--- config.mk ---
export PLATFORM = sky130hd
export DESIGN_NAME = tilemap_addr_gen
export DESIGN_NICKNAME = d
export VERILOG_FILES = /design/src/rtl/tmag_pkg.sv /design/src/rtl/tmag_vpos.sv /design/src/rtl/tmag_hcol.sv /design/src/rtl/tmag_entry_dec.sv /design/src/rtl/tilemap_addr_gen.sv
export SDC_FILE = /design/constraint.sdc
export NUM_CORES = 1
export LEC_CHECK = 0
export BUFFER_PORTS_ARGS = -buffer_cell sky130_fd_sc_hd__buf_2
export CORE_AREA = 2 2 333 335
export DETAILED_ROUTE_END_ITERATION = 10
export DIE_AREA = 0 0 335 337
export SLEW_MARGIN = 5
export SYNTH_ARGS = -nofsm -noshare
export SYNTH_HDL_FRONTEND = slang
export SYNTH_SLANG_ARGS = --single-unit
--- constraint.sdc ---
create_clock -name clk -period 7.05 [get_ports clk]
set_clock_uncertainty 0.05 [all_clocks]
set_input_delay 0.3525 -clock clk [delete_from_list [all_inputs] [get_ports clk]]
set_output_delay 0.3525 -clock clk [all_outputs]
set_load 0.005 [all_outputs]
--- src/rtl/tmag_pkg.sv ---
package tmag_pkg;
    localparam int ADDR_W = 16;
    localparam int SCR_W  = 10;
    localparam int ENT_W  = 16;
    localparam int PIX_N  = 8;
    localparam int ORD_W  = 3 * PIX_N;

    typedef struct packed {
        logic              nt_v;
        logic [ADDR_W-1:0] nt0;
        logic [ADDR_W-1:0] nt1;
        logic [2:0]        fine;
        logic              pat_v;
        logic [ADDR_W-1:0] pat0;
        logic [ADDR_W-1:0] pat1;
        logic [7:0]        tag0;
        logic [7:0]        tag1;
        logic [ORD_W-1:0]  ord0;
        logic [ORD_W-1:0]  ord1;
    } tmag_state_t;
endpackage

--- src/rtl/tmag_vpos.sv ---
module tmag_vpos
    import tmag_pkg::*;
#(
    parameter int COL_W  = 6,
    parameter int LINE_W = 10
) (
    input  logic [(1<<COL_W)*SCR_W-1:0] vscroll_ram,
    input  logic [COL_W-1:0]            column,
    input  logic                        per_col,
    input  logic [LINE_W-1:0]           line_num,
    input  logic [1:0]                  vcode,
    output logic [2:0]                  fine,
    output logic [SCR_W-4:0]            trow
);
    logic [COL_W-1:0] idx;
    logic [SCR_W-1:0] vs_sel;
    logic [SCR_W-1:0] vmask;
    logic [SCR_W-1:0] vsum;
    logic [SCR_W-1:0] vval;

    always_comb begin
        idx    = per_col ? column : '0;
        vs_sel = vscroll_ram[idx*SCR_W +: SCR_W];
        vsum   = vs_sel + SCR_W'(line_num);
        unique case (vcode)
            2'd0:    vmask = 10'h0FF;
            2'd1:    vmask = 10'h1FF;
            2'd2:    vmask = 10'h000;
            default: vmask = 10'h3FF;
        endcase
        vval = vsum & vmask;
        fine = vval[2:0];
        trow = vval[SCR_W-1:3];
    end
endmodule

--- src/rtl/tmag_hcol.sv ---
module tmag_hcol
    import tmag_pkg::*;
#(
    parameter int COL_W = 6,
    parameter int DELTA = 0
) (
    input  logic [SCR_W-1:0]  hscroll,
    input  logic [COL_W-1:0]  column,
    input  logic [1:0]        hcode,
    input  logic [SCR_W-4:0]  trow,
    input  logic [2:0]        base3,
    output logic [ADDR_W-1:0] addr
);
    localparam int OFF_W = ADDR_W - 3;
    localparam int ROW_W = SCR_W - 3 + 8;

    logic [SCR_W-1:0] cidx;
    logic [SCR_W-1:0] cpos;
    logic [SCR_W-1:0] hmask;
    logic [SCR_W-1:0] hpos;
    logic [ROW_W-1:0] rowterm;
    logic [ROW_W-1:0] sum;

    always_comb begin
        cidx = SCR_W'(column) - SCR_W'(DELTA);
        cpos = {cidx[SCR_W-4:0], 3'b000};
        unique case (hcode)
            2'd0:    begin hmask = 10'h0F8; rowterm = ROW_W'(trow) << 6; end
            2'd1:    begin hmask = 10'h1F8; rowterm = ROW_W'(trow) << 7; end
            2'd2:    begin hmask = 10'h000; rowterm = '0;                end
            default: begin hmask = 10'h3F8; rowterm = ROW_W'(trow) << 8; end
        endcase
        hpos = (hscroll + cpos) & hmask;
        sum  = rowterm + ROW_W'(hpos[SCR_W-1:2]);
        addr = {base3, sum[OFF_W-1:0]};
    end
endmodule

--- src/rtl/tmag_entry_dec.sv ---
module tmag_entry_dec
    import tmag_pkg::*;
(
    input  logic [ENT_W-1:0]  entry,
    input  logic [2:0]        fine,
    output logic [ADDR_W-1:0] pat_addr,
    output logic [7:0]        tag,
    output logic [ORD_W-1:0]  order
);
    logic [2:0] row;

    always_comb begin
        row      = entry[12] ? ~fine : fine;
        pat_addr = {1'b0, entry[9:0], row, 2'b00};
        tag      = {1'b0, entry[15:13], 4'b0000};
    end

    for (genvar p = 0; p < PIX_N; p++) begin : g_order
        assign order[3*p +: 3] = entry[11] ? 3'(PIX_N - 1 - p) : 3'(p);
    end
endmodule

--- src/rtl/tilemap_addr_gen.sv ---
module tilemap_addr_gen
    import tmag_pkg::*;
#(
    parameter int COL_W  = 6,
    parameter int LINE_W = 10
) (
    input  logic                                 clk,
    input  logic                                 rst_n,
    input  logic                                 req_valid,
    input  logic [COL_W-1:0]                     column,
    input  logic [LINE_W-1:0]                    line_num,
    input  logic [7:0]                           plane_reg,
    input  logic [7:0]                           size_reg,
    input  logic [7:0]                           mode_reg,
    input  logic [tmag_pkg::SCR_W-1:0]           hscroll,
    input  logic [(1<<COL_W)*tmag_pkg::SCR_W-1:0] vscroll_ram,
    output logic                                 nt_valid,
    output logic [tmag_pkg::ADDR_W-1:0]          nt_addr0,
    output logic [tmag_pkg::ADDR_W-1:0]          nt_addr1,
    output logic [2:0]                           fine_row,
    input  logic                                 ent_valid,
    input  logic [tmag_pkg::ENT_W-1:0]           entry0,
    input  logic [tmag_pkg::ENT_W-1:0]           entry1,
    output logic                                 pat_valid,
    output logic [tmag_pkg::ADDR_W-1:0]          pat_addr0,
    output logic [tmag_pkg::ADDR_W-1:0]          pat_addr1,
    output logic [7:0]                           tag0,
    output logic [7:0]                           tag1,
    output logic [tmag_pkg::ORD_W-1:0]           order0,
    output logic [tmag_pkg::ORD_W-1:0]           order1
);
    localparam int N_ENT = 2;

    tmag_state_t st_d, st_q;

    logic [2:0]       fine_c;
    logic [SCR_W-4:0] trow_c;
    logic [ADDR_W-1:0] nt_c   [N_ENT];
    logic [ADDR_W-1:0] pat_c  [N_ENT];
    logic [7:0]        tag_c  [N_ENT];
    logic [ORD_W-1:0]  ord_c  [N_ENT];
    logic [ENT_W-1:0]  ent_in [N_ENT];

    assign ent_in[0] = entry0;
    assign ent_in[1] = entry1;

    tmag_vpos #(.COL_W(COL_W), .LINE_W(LINE_W)) u_vpos (
        .vscroll_ram (vscroll_ram),
        .column      (column),
        .per_col     (mode_reg[2]),
        .line_num    (line_num),
        .vcode       (size_reg[5:4]),
        .fine        (fine_c),
        .trow        (trow_c)
    );

    for (genvar e = 0; e < N_ENT; e++) begin : g_ent
        tmag_hcol #(.COL_W(COL_W), .DELTA(N_ENT - 1 - e)) u_hcol (
            .hscroll (hscroll),
            .column  (column),
            .hcode   (size_reg[1:0]),
            .trow    (trow_c),
            .base3   (plane_reg[5:3]),
            .addr    (nt_c[e])
        );
        tmag_entry_dec u_dec (
            .entry    (ent_in[e]),
            .fine     (st_q.fine),
            .pat_addr (pat_c[e]),
            .tag      (tag_c[e]),
            .order    (ord_c[e])
        );
    end

    always_comb begin
        st_d       = st_q;
        st_d.nt_v  = req_valid;
        st_d.pat_v = ent_valid;
        if (req_valid) begin
            st_d.nt0  = nt_c[0];
            st_d.nt1  = nt_c[1];
            st_d.fine = fine_c;
        end
        if (ent_valid) begin
            st_d.pat0 = pat_c[0];
            st_d.pat1 = pat_c[1];
            st_d.tag0 = tag_c[0];
            st_d.tag1 = tag_c[1];
            st_d.ord0 = ord_c[0];
            st_d.ord1 = ord_c[1];
        end
    end

    always_ff @(posedge clk) begin
        if (!rst_n) st_q <= '0;
        else        st_q <= st_d;
    end

    assign nt_valid  = st_q.nt_v;
    assign nt_addr0  = st_q.nt0;
    assign nt_addr1  = st_q.nt1;
    assign fine_row  = st_q.fine;
    assign pat_valid = st_q.pat_v;
    assign pat_addr0 = st_q.pat0;
    assign pat_addr1 = st_q.pat1;
    assign tag0      = st_q.tag0;
    assign tag1      = st_q.tag1;
    assign order0    = st_q.ord0;
    assign order1    = st_q.ord1;

    p_base_r2: assert property (@(posedge clk) disable iff (!rst_n)
        nt_valid |-> (nt_addr0[15:13] == $past(plane_reg[5:3]))
                  && (nt_addr1[15:13] == $past(plane_reg[5:3])));

    p_vsize_zero_r3: assert property (@(posedge clk) disable iff (!rst_n)
        (nt_valid && $past(size_reg[5:4]) == 2'd2) |-> (fine_row == 3'd0));

    p_hsize_zero_r6: assert property (@(posedge clk) disable iff (!rst_n)
        (nt_valid && $past(size_reg[1:0]) == 2'd2) |-> (nt_addr0 == nt_addr1));

    p_hold_r8: assert property (@(posedge clk) disable iff (!rst_n)
        !$past(req_valid) |-> (!nt_valid && $stable(nt_addr0) && $stable(nt_addr1)));

    p_vflip_r9: assert property (@(posedge clk) disable iff (!rst_n)
        pat_valid |-> (pat_addr0[4:2] ==
            ($past(entry0[12]) ? ~$past(fine_row) : $past(fine_row))));

    p_hflip_r10: assert property (@(posedge clk) disable iff (!rst_n)
        pat_valid |-> (order0[2:0] == ($past(entry0[11]) ? 3'd7 : 3'd0)));

    p_tag_r11: assert property (@(posedge clk) disable iff (!rst_n)
        pat_valid |-> (tag0[3:0] == 4'd0 && !tag0[7] && tag1[3:0] == 4'd0 && !tag1[7]));

    p_pat_hold_r12: assert property (@(posedge clk) disable iff (!rst_n)
        !$past(ent_valid) |-> (!pat_valid && $stable(pat_addr0) && $stable(tag1)));
endmodule

==> summary.txt, run 1 <==
STA
  – Fin crit period: 5.83 ns
  – Final hold vios: 0
  – Hold_ws: 0.210 ns
  – Final Max Slew Viols: 0
  – Rel. slew slack: 0.241
  – Max Freq: 172 MHz
  – Measured slew at the worst slew-check pin: 1.14 ns
  – RSZ-0062 raised after global routing: false
  – Fin crit share: 0.827
  – Setup violations, final: 0
  – Fin Setup TNS: 0 ns

Worst setup path
  – Setup crit start: mode_reg[2]
  – R2R depth: 3
  – Critical path class: primary input to flip-flop
  – Arrival @ worst endpoint: 6.06 ns
  – Critical Path End: nt_addr1[12]
  – R2R Path End: pat_addr0[2]
  – Reg-to-reg startpoint: fine_row[0]
  – Max FO, Critical Path: 24
  – WP data required: between 7 and 8 ns
  – R2R Setup Slk: just under 6 ns
  – Kind of end point of the critical path: flip-flop
  – Crit path launch type: primary input

Clock network
  – Worst-Skew Late Latency: 0.35 ns
  – Clock sink count: 68
  – Post-CTS setup buffers: 0
  – CTS tree: built
  – Root Driver: clkbuf_16
  – Clk pin slew, worst setup/hold paths: 0.07 ns
  – Post-CTS Resized: 0
  – Hold buffers post-CTS: 0
  – H-tree levels: 3
  – CTS Buf Count: 9
  – CTS max path bufs: 2

Hold path
  – Type of the worst min-delay path: primary input to flip-flop

Yosys
  – Mux contribution to synthesized area: 0.455
  – Share of flip-flops with an asynchronous set or reset: 0
  – Sequential area share after synthesis: 0.135
  – Mapped cell area: 10100 um2
  – Synth Area in Simple Gates: 0.118
  – Post-synthesis compound-gate area fraction: 0.115
  – Xor-xnor portion of the synthesized cell area: 0.0278
  – Synth Flop Type: dfxtp_1
  – Syn Inst Count: 947
  – Synth warn: 0
  – Synthesis-stage register bit count: 68
  – Adder-cell area share of the yosys netlist: 0.0446
  – Largest family of logic cells by synthesized area: multiplexers
  – Synthesized area per cell: ~11 um2
  – Number of flops mapped to enable cells by yosys: 0
  – Yosys cell types: 74

Power and ir drop
  – Pleak: 7.29 nW
  – Sw power: 0.000762 W
  – Clock share of power: 0.251
  – Power per Cell Area: 126 nW/um2
  – Sw Ratio: 0.380
  – Sequential cell fraction of total power: 0.218
  – Comb power frac: 0.531
  – Internal power: 0.00124 W
  – Max rail drop VDD: 0.107 mV

Global route
  – Grt total ovfl: 0
  – Initial antenna violation count: 69
  – Largest net degree at the start of global routing: 69
  – Vias in the first global route: ~11000
  – First-pass GRT wire length: 98.3 mm
  – GRT Overall Usage: 0.130

Drt
  – Met2 wire length: roughly 38 mm
  – DRT Wirelength: 77.4 mm
  – DR top layer: met5
  – Antenna Nets Post-Route: 0
  – DR iter-0 viols: ~620
  – DR pass1 iterations: 4
  – DR vias: around 11000
  – WL/cell: 24.6 um
  – Drt drc: 0
  – Vias/cell: 3.66
  – DR WL met3: 6.08 mm
  – Post-Route M1 WL: approximately 32 mm

Job
  – Max Cap Violations: 0

Outcome
  – Outcome: finished clean

Layout
  – Layout cells sized above 1: 0.627
  – Synthesis-to-finish area growth: 57.1%
  – Final net count: between 2000 and 2500

Placement
  – PortBufs: approximately 800
  – Final GP Congestion: roughly 0.95
  – Post-DP HPWL: between 60 and 70 mm

Die
  – Core box area: about 110000 um2
  – Row count: between 100 and 150
  – Die height: 337 um
  – Ports: 859
  – Die Span X: between 300 and 400 um
  – Starting density of the core: 0.0921
  – Total die area: ~110000 um2
-- cell usage in the layout, fill, tap and decap left out, types with 23 or more instances in the layout --
cell type	instances
and2_1	34
buf_2	817
xnor2_1	24
ha_1	28
inv_1	32
mux2i_1	92
a211oi_1	29
diode_2	23
dfxtp_1	68
a21oi_1	27
buf_4	34
nor2b_1	41
mux4_2	159
nand2_1	63
-- layer usage --
metal	vias to the layer above	global-route usage
li1	5129	-
met1	5479	0.156
met2	724	0.232
met3	130	0.0380
met4	34	0.0230
met5	-	0
-- state kept, by name (all words and copies together), names as in the netlist --
signal	count
nt_valid	1
fine_row	3
order0	2
pat_valid	1
tag1	3
pat_addr1	13
order1	2
nt_addr0	13
nt_addr1	14
pat_addr0	13
tag0	3
-- through the flow --
| stage | power, W | worst slack [ns] | util | std cells | cell area, um2 |
|---|---|---|---|---|---|
| floorplan | 0.00102 | 2.04 | - | 964 | 10200 |
| global placement | 0.00153 | 0.913 | 0.141 | 3103 | 15500 |
| detailed placement | 0.00154 | 0.913 | 0.141 | 3103 | 15500 |
| CTS | 0.00207 | 1.28 | 0.144 | 3119 | 15800 |
| global route | 0.00216 | 0.996 | 0.144 | 3131 | 15800 |
| finish | 0.00200 | 1.22 | 0.145 | 3142 | 15900 |
-- logic make-up after synthesis --
logic type | count (synthesis)
XOR/XNOR | 32
AO/OA/AOI/OAI | 160
buffers and inverters | 177
multiplexers | 259
flip-flops | 68
adder cells (fa/ha/maj) | 33
AND/OR/NAND/NOR | 217
other | 1
-- worst min path at each step --
| stage | start | end | slack [ns] | depth (start not counted) |
|---|---|---|---|---|
| after floorplan | nt_addr0[10] | nt_addr0[10] | 0.41 | 2 |
| after global placement | nt_addr1[10] | nt_addr1[10] | 0.41 | 2 |
| after detailed placement | pat_addr0[4] | pat_addr0[4] | 0.41 | 1 |
| after CTS | entry1[6] | pat_addr1[11] | 0.18 | 3 |
| after global routing | plane_reg[4] | nt_addr1[14] | 0.20 | 3 |
| final | entry0[15] | tag0[6] | 0.21 | 3 |
-- Yosys cell counts, types with 8 or more instances --
cell,instances,area [um2]
a211oi_1,29,218
a21o_1,11,82.6
a21oi_1,27,135
a311oi_1,10,87.6
a31oi_1,10,62.6
and2_1,35,219
buf_2,18,90.1
buf_4,83,623
clkbuf_1,34,128
dfxtp_1,68,1360
ha_1,28,350
inv_1,33,124
mux2i_1,92,921
mux4_2,159,3580
nand2_1,66,248
nand2b_1,9,56.3
nand3_1,9,45.0
nor2_1,15,56.3
nor2b_1,41,257
o211a_1,10,100
o21ai_0,14,70.1
o22ai_1,11,68.8
xnor2_1,24,210
xor2_1,8,70.1
-- final cells by class --
| type | count | area (um2) |
|---|---|---|
| Sequential cell | 68 | 1360 |
| Clock buffer | 9 | 225 |
| Tap cell | 1426 | 1780 |
| Timing Repair Buffer | 857 | 4450 |
| Fill cell | 12600 | 93700 |
| Antenna cell | 23 | 57.6 |
| Clock inverter | 7 | 98.8 |
| Inverter | 33 | 125 |
| Multi-Input combinational cell | 719 | 7760 |
-- worst max-delay path, cell delays in order --
cell,delay [ns]
buf_2,0.09
buf_4,0.32
nand2_4,0.38
mux4_2,0.35
mux2i_1,0.14
mux4_2,0.56
a21oi_1,0.63
ha_1,0.30
inv_1,0.06
fa_1,0.43
nor2b_1,0.21
o22a_1,0.23
xnor2_1,0.10
o21ai_0,0.14
and2_1,0.20
inv_1,0.10
fa_1,0.47
or4_4,0.57
nand4b_1,0.19
nand4_1,0.11
-- power groups by stage --
| stage | logic (W) | registers, W | clock network [W] |
|---|---|---|---|
| after global routing | 0.00117 | 0.000441 | 0.000542 |
| final | 0.00106 | 0.000436 | 0.000503 |
| after global placement | 0.00109 | 0.000445 | 0 |
| after floorplan | 0.000576 | 0.000445 | 0 |
| after detailed placement | 0.00110 | 0.000446 | 0 |
| after CTS | 0.00110 | 0.000438 | 0.000530 |
(Power assumes the default switching activity.)
==> inputs of run 2 (changes only) <==
==> constraint.sdc (replaced) <==
create_clock -name clk -period 5.7 [get_ports clk]
set_clock_uncertainty 0.05 [all_clocks]
set_input_delay 0.285 -clock clk [delete_from_list [all_inputs] [get_ports clk]]
set_output_delay 0.285 -clock clk [all_outputs]
set_load 0.005 [all_outputs]
==> run 2 against run 1 <==
Compared with the run above:
- wire length is 2.0% higher
- utilization grew 0.23 points
- first-iteration DRC count is 5.8% lower
- non-clock buffer count increased by 26
- sequential power is 24% higher
- final cell count up 0.76%
- global-route usage up 0.24 points
- die area stayed put
- highest routed layer unchanged
==> summary.txt, run 2 (synthesized netlist as in run 1, its figures left out) <==
STA
  – RSZ-0062 raised after global routing: false
  – Fin crit period: 5.29 ns
  – Fin Setup TNS: 0 ns (unchanged)
  – Rel. slew slack: 0.251 (+0.0107)
  – Max Freq: ~190 MHz
  – Final hold vios: 0 (unchanged)
  – Final Max Slew Viols: 0 (unchanged)
  – Measured slew at the worst slew-check pin: 1.12 ns (-0.0160 ns)
  – Fin crit share: 0.928
  – Setup violations, final: 0 (unchanged)
  – Hold_ws: 0.147 ns (-0.0627 ns)

Drt
  – DR vias: 11800 (+2.3%)
  – WL/cell: 24.9 um (+1.2%)
  – Drt drc: 0 (unchanged)
  – DRT Wirelength: 78.9 mm (+2.0%)
  – Vias/cell: 3.71 (+1.5%)
  – DR iter-0 viols: 581 (-5.8%)
  – DR pass1 iterations: 5 (+1)
  – Antenna Nets Post-Route: 0 (unchanged)

Worst setup path
  – Max FO, Critical Path: 24 (unchanged)
  – Crit path launch type: primary input
  – Top Family by Delay on Critical Path: compound AO/OA/AOI/OAI gates
  – Kind of end point of the critical path: flip-flop
  – Worst path bufs/invs: 3 (-1)
  – R2R Setup Slk: 4.52 ns (-1.34 ns)
  – R2R Path End: pat_addr0[2]
  – Arrival @ worst endpoint: 5.48 ns (-0.58 ns)
  – Reg-to-reg startpoint: fine_row[0]
  – Critical path's largest stage delay: 0.56 ns (-0.07 ns)
  – R2R depth: 3 (unchanged)
  – Slowest CP cell: a21oi_1
  – Critical path class: primary input to flip-flop
  – WP data required: 5.89 ns (-1.39 ns)
  – Worst path cell trace: clkbuf_8 -> nand2_4 -> buf_12 -> mux4_2 -> mux2i_1 -> mux4_2 -> a21oi_1 -> ha_1 -> inv_1 -> fa_1 -> nor2b_1 -> o22a_1 -> xnor2_1 -> o21ai_0 -> and2_1 -> ha_1 -> a21oi_1 -> a2111oi_0 -> xor2_1 -> nand2_1 -> o211a_1

Power and ir drop
  – Sequential cell fraction of total power: 0.218 (about the same)
  – Pleak: 7.44 nW (+2.0%)
  – Comb power frac: 0.545 (+0.014)
  – Internal power: 0.00153 W (+23%)
  – Sw Ratio: 0.385 (+0.00498)
  – Overall power: 0.00248 W (+24%)
  – Power per Cell Area: 154 nW/um2 (+22%)
  – Clock share of power: 0.237 (-0.014)
  – Max rail drop VDD: 0.161 mV (+50%)
  – Sw power: 0.000956 W (+26%)

Layout
  – Most common library cell in the layout ignoring fill and taps: buf_2
  – Most frequent cells in the layout: 817 x buf_2, 159 x mux4_2, 92 x mux2i_1
  – Finished Core Util: 0.147 (+0.00233)
  – Layout cells sized above 1: 0.632 (+0.00565)
  – Synthesis-to-finish area growth: 59.7%
  – Final net count: 2473 (+1.1%)
  – Max FFs per register: 14 (unchanged)
  – Fill cells: 12500 (-0.32%)

Placement
  – PortBufs: 819 (unchanged)
  – Post-DP HPWL: 71.5 mm (+2.8%)
  – Final GP Congestion: 0.946 (about the same)

Die
  – Total die area: 113000 um2 (unchanged)
  – Ports: 859 (unchanged)
  – Starting density of the core: 0.0921 (unchanged)
  – Core box area: 110000 um2 (unchanged)
  – Die height: 337 um (unchanged)
  – Die Span X: 335 um (unchanged)
  – Row count: 122 (unchanged)

Clock network
  – Hold buffers post-CTS: 0 (unchanged)
  – H-tree levels: 3 (unchanged)
  – Clk pin slew, worst setup/hold paths: 0.06 ns (about the same)
  – CTS max path bufs: 2 (unchanged)
  – Clock sink count: 68 (unchanged)
  – CTS Buf Count: 9 (unchanged)
  – Post-CTS Resized: 0 (unchanged)
  – Root Driver: clkbuf_16
  – Worst-Skew Late Latency: 0.34 ns (about the same)
  – CTS tree: built
  – Post-CTS setup buffers: 0 (unchanged)

Outcome
  – Outcome: finished clean

Global route
  – Vias in the first global route: 11600 (+1.0%)
  – Initial antenna violation count: 78 (+13%)
  – Busiest grt layer: met2
  – Grt total ovfl: 0 (unchanged)
  – GR Layer Usage met2: 0.235 (+0.00304)
  – Largest net degree at the start of global routing: 49 (-29%)
  – GRT Overall Usage: 0.133 (+0.00245)
  – Grt met1 use: 0.159 (+0.00261)
  – Met3 global-route usage: 0.0363 (-0.00167)
  – First-pass GRT wire length: 100 mm (+2.2%)

Job
  – Max Cap Violations: 0 (unchanged)

Hold path
  – Type of the worst min-delay path: primary input to flip-flop
  – Hold endpoint: pat_addr0[14]
  – Min-delay src: entry0[9]
  – Hold depth: 3 (unchanged)
==> run 2: layout make-up <==
| type | instances | area [um2] | area share |
|---|---|---|---|
| multi-input cells | 719 | 7760 | 0.481 |
| repair buffers | 883 | 4730 | 0.294 |
| well taps | 1426 | 1780 | 0.111 |
| flip-flops and latches | 68 | 1360 | 0.0845 |
| clock buffers | 10 | 239 | 0.0148 |
| inverters | 33 | 125 | 0.00776 |
| clock inverters | 6 | 62.6 | 0.00388 |
| diodes | 21 | 52.6 | 0.00326 |
==> run 2: how the worst max path moves through the flow <==
stage / endpoint / startpoint / slack, ns / cells past startpoint
6_report: nt_addr1[9] / column[0] / 0.41 / 21
5_1_grt: nt_addr1[12] / column[0] / 0.18 / 20
4_1_cts: nt_addr1[12] / column[0] / 0.44 / 20
3_5_place_dp: nt_addr1[12] / column[0] / 0.08 / 20
3_3_place_gp: nt_addr1[12] / column[0] / 0.07 / 21
2_1_floorplan: nt_addr0[12] / column[0] / 0.76 / 21
==> run 2: stage by stage <==
stage,cell area (um2),worst slack (ns),std cells
6_report,16100,0.410,3166
4_1_cts,16100,0.436,3145
3_3_place_gp,15800,0.0651,3129
5_1_grt,16100,0.179,3153
3_5_place_dp,15800,0.0819,3129
2_1_floorplan,10200,0.756,964
==> run 2: power by group through the flow <==
stage                     sequential (W)  clock, W  combinational, W
after floorplan                 0.000550         0          0.000712
after global placement          0.000551         0           0.00139
after detailed placement        0.000552         0           0.00139
after CTS                       0.000542  0.000620           0.00140
after global routing            0.000547  0.000630           0.00149
final                           0.000540  0.000588           0.00135
==> run 2: worst min-delay path, stage by stage <==
cell     delay (ns)
buf_2          0.07
mux2i_1        0.05
nor2b_1        0.09
==> run 2: per-layer routing <==
metal	share of wire	vias to the layer above
li1	-	5194
met1	0.40	5707
met2	0.49	680
met3	0.076	130
met4	0.026	48
met5	0.0040	-
==> inputs of run 3 (changes only) <==
--- a/config.mk
+++ b/config.mk
@@ -6,10 +6,11 @@
 export NUM_CORES = 1
 export LEC_CHECK = 0
 export BUFFER_PORTS_ARGS = -buffer_cell sky130_fd_sc_hd__buf_2
-export CORE_AREA = 2 2 333 335
+export CORE_AREA = 2 2 330 332
 export DETAILED_ROUTE_END_ITERATION = 10
-export DIE_AREA = 0 0 335 337
+export DIE_AREA = 0 0 332 334
 export SLEW_MARGIN = 5
 export SYNTH_ARGS = -nofsm -noshare
 export SYNTH_HDL_FRONTEND = slang
+export SYNTH_HIERARCHICAL = 1
 export SYNTH_SLANG_ARGS = --single-unit
==> run 3 against run 2 <==
Compared with the run above:
- total power is 47% higher
- register-to-register slack better by 0.16 ns
- combinational power grew 13%
- critical path depth up 4
- final cell count rose by 14%
- synthesized cell count grew 47%
- worst hold slack lost 0.11 ns
- critical path type unchanged
- critical endpoint is now nt_addr0[12]
- largest cell class unchanged
==> summary.txt, run 3 <==
Worst setup path
  – Kind of end point of the critical path: flip-flop
  – Max FO, Critical Path: 10 (-58%)
  – R2R Path End: pat_addr1[2]
  – Crit path launch type: primary input
  – Setup crit start: mode_reg[2]
  – Critical path's largest stage delay: 0.53 ns (-0.03 ns)
  – Critical path class: primary input to flip-flop
  – R2R Setup Slk: 4.68 ns (+0.16 ns)
  – Critical Path End: nt_addr0[12]
  – Arrival @ worst endpoint: 5.55 ns (+0.07 ns)
  – Critical Path Most Common Cell: buf_4
  – R2R depth: 3 (unchanged)
  – Slowest CP cell: o31ai_1
  – Worst path bufs/invs: 6 (+3)
  – WP data required: 6.02 ns (+0.13 ns)
  – Top Family by Delay on Critical Path: compound AO/OA/AOI/OAI gates
  – Reg-to-reg startpoint: fine_row[0]
  – Critical Path Stages: 25 (+19%)

Power and ir drop
  – Sequential cell fraction of total power: 0.283 (+0.065)
  – Pleak: 9.09 nW (+22%)
  – Sw power: 0.00129 W (+35%)
  – Internal power: 0.00236 W (+54%)
  – Comb power frac: 0.418 (-0.127)
  – Power per Cell Area: 186 nW/um2 (+21%)
  – Clock share of power: 0.299 (+0.062)
  – Max rail drop VDD: 0.202 mV (+25%)
  – Sw Ratio: 0.353 (-0.0317)

Hold path
  – Type of the worst min-delay path: primary input to flip-flop
  – Min-delay src: entry1[5]

Yosys
  – Syn Inst Count: 1389 (+47%)
  – Synth top area share: 0.199 (-0.155)
  – Synthesized area per cell: 9.61 um2 (-9.8%)
  – Largest cells by area after synthesis: dfxtp_1 20%, mux2i_1 15%, mux4_2 15%
  – Synthesis-stage register bit count: 133 (+96%)
  – Share of flip-flops with an asynchronous set or reset: 0 (unchanged)
  – Sequential area share after synthesis: 0.199 (+0.0645)
  – Commonest cells post-synth: 204 x mux2i_1, 144 x nor2b_1, 133 x dfxtp_1
  – Most frequent cell after synthesis: mux2i_1
  – Number of flops mapped to enable cells by yosys: 0 (unchanged)
  – Mapped cell area: 13400 um2 (+32%)
  – Largest area contributor in the netlist: dfxtp_1
  – Synth Flop Type: dfxtp_1
  – Yosys cell types: 72 (-2.7%)
  – Synth warn: 6 (+6)

Layout
  – Most frequent cells in the layout: 832 x buf_2, 204 x mux2i_1, 143 x nor2b_1
  – Layout cells sized above 1: 0.519 (-0.113)
  – Synthesis-to-finish area growth: 46.6%
  – Fill cells: 12200 (-2.6%)
  – Final net count: 2907 (+18%)
  – Most common library cell in the layout ignoring fill and taps: buf_2
  – Storage cell area: 2660 um2 (+96%)
  – Multi-input logic area: 9250 um2 (+19%)
  – Final instance area: 19600 um2 (+21%)

Die
  – Row count: 121 (-0.82%)
  – Die Span X: 332 um (-0.90%)
  – Ports: 859 (unchanged)
  – Starting density of the core: 0.124 (+0.0318)
  – Total die area: 111000 um2 (-1.8%)
  – Core box area: 108000 um2 (-1.6%)
  – Die height: 334 um (-0.89%)

STA
  – RSZ-0062 raised after global routing: false
  – Final hold vios: 0 (unchanged)
  – Fin Setup TNS: 0 ns (unchanged)
  – Final Max Slew Viols: 0 (unchanged)
  – Max Freq: 191 MHz (+1.1%)
  – Setup slack after layout: 0.468 ns (+0.0583 ns)
  – Setup violations, final: 0 (unchanged)
  – Fin crit share: 0.918 (-0.0102)
  – Rel. slew slack: 0.262 (+0.0105)
  – Measured slew at the worst slew-check pin: 1.11 ns (-0.0157 ns)
  – Fin crit period: 5.23 ns (-0.0583 ns)

Outcome
  – Outcome: finished clean

Clock network
  – Worst-Skew Late Latency: 0.43 ns (+0.09 ns)
  – Clock sink count: 133 (+96%)
  – CTS Buf Count: 17 (+8)
  – Post-CTS Resized: 0 (unchanged)
  – Hold buffers post-CTS: 0 (unchanged)
  – Clk pin slew, worst setup/hold paths: 0.07 ns (about the same)
  – CTS tree: built
  – Root Driver: clkbuf_16
  – Post-CTS setup buffers: 0 (unchanged)
  – CTS max path bufs: 2 (unchanged)
  – H-tree levels: 4 (+1)

Drt
  – Drt drc: 0 (unchanged)
  – DRT Wirelength: 92.9 mm (+18%)
  – DR iter-0 viols: 1205 (+110%)
  – WL/cell: 25.7 um (+3.0%)
  – DR pass1 iterations: 8 (+3)
  – Vias/cell: 4.12 (+11%)
  – Antenna Nets Post-Route: 0 (unchanged)
  – DR vias: 14900 (+27%)

Global route
  – Largest net degree at the start of global routing: 134 (+170%)
  – Grt total ovfl: 0 (unchanged)
  – Vias in the first global route: 14200 (+22%)
  – GRT Overall Usage: 0.160 (+0.0270)
  – Initial antenna violation count: 113 (+45%)
  – First-pass GRT wire length: 121 mm (+21%)

Placement
  – Setup Slack @ Placement: -0.0470 ns (-0.129 ns)
  – Post-DP HPWL: 81.9 mm (+14%)
  – Final GP Congestion: 0.950 (+0.39%)
  – PortBufs: 837 (+2.2%)
  – Placed Instance Area: 18900 um2 (+20%)

Job
  – Max Cap Violations: 0 (unchanged)
==> run 3: cell count changes in the layout (fill, tap and decap cells not counted), moves of 22 or more <==
cell,before,now
mux4_2,159,86
a222oi_1,0,25
a221oi_1,0,28
nor2b_1,41,143
mux2i_1,92,204
dfxtp_1,68,133
buf_4,53,103
nand2_1,63,41
nor2_1,15,58
o21ai_0,14,37
mux2_2,7,33
o211ai_1,1,34
==> run 3: worst min path at each step <==
| stage | to | slack, ns | cells past startpoint |
|---|---|---|---|
| floorplan | order0[23] | 0.46 | 2 |
| global placement | tag1[1] | 0.44 | 2 |
| detailed placement | order1[8] | 0.45 | 2 |
| CTS | pat_addr1[10] | 0.01 | 3 |
| global route | tag0[5] | 0.04 | 3 |
| finish | pat_addr1[10] | 0.04 | 3 |
==> run 3: cell families after synthesis <==
group / after synthesis / synth area share
adders and majority gates: 30 / 0.0298
buffers and inverters: 233 / 0.113
AOI/OAI and AO/OA: 298 / 0.169
DFF: 133 / 0.199
xor gates and xnor gates: 28 / 0.0184
other: 4 / 0.00112
and+or+nand+nor: 340 / 0.143
muxes: 323 / 0.326
==> run 3: final cells by class <==
class                           instances  area share
Clock buffer                           17      0.0217
Timing Repair Buffer                  946       0.263
Inverter                               16     0.00307
Antenna cell                           42     0.00537
Tap cell                             1414      0.0904
Clock inverter                         15     0.00805
Multi-Input combinational cell       1037       0.473
Sequential cell                       133       0.136
==> run 3: metal layers <==
metal | vias to the layer above | GRT usage | part of all wire | wire length, um
li1 | 6752 | - | - | -
met1 | 7049 | 0.187 | 0.37 | 34700
met2 | 880 | 0.279 | 0.50 | 46000
met3 | 203 | 0.0441 | 0.094 | 8730
met4 | 42 | 0.0558 | 0.035 | 3240
met5 | - | 0 | 0.0027 | 251
==> run 3: tightest hold or removal path, cell delays in order <==
cell	delay, ns
buf_2	0.07
mux2i_1	0.05
nor2b_1	0.09
==> run 3: stage by stage <==
stage | total power [W] | utilization | instances | hold slack (ns)
2_1_floorplan | 0.00186 | - | 1403 | 0.457
3_3_place_gp | 0.00258 | 0.175 | 3546 | 0.441
3_5_place_dp | 0.00259 | 0.175 | 3546 | 0.447
4_1_cts | 0.00370 | 0.181 | 3578 | 0.0148
5_1_grt | 0.00386 | 0.181 | 3593 | 0.0426
6_report | 0.00365 | 0.182 | 3620 | 0.0393
==> run 3: power groups by stage <==
| stage | Combinational, W | Clock [W] | Sequential [W] |
|---|---|---|---|
| after floorplan | 0.000809 | 0 | 0.00105 |
| after global placement | 0.00152 | 0 | 0.00105 |
| after detailed placement | 0.00154 | 0 | 0.00105 |
| after CTS | 0.00154 | 0.00112 | 0.00103 |
| after global routing | 0.00166 | 0.00116 | 0.00104 |
| final | 0.00152 | 0.00109 | 0.00103 |
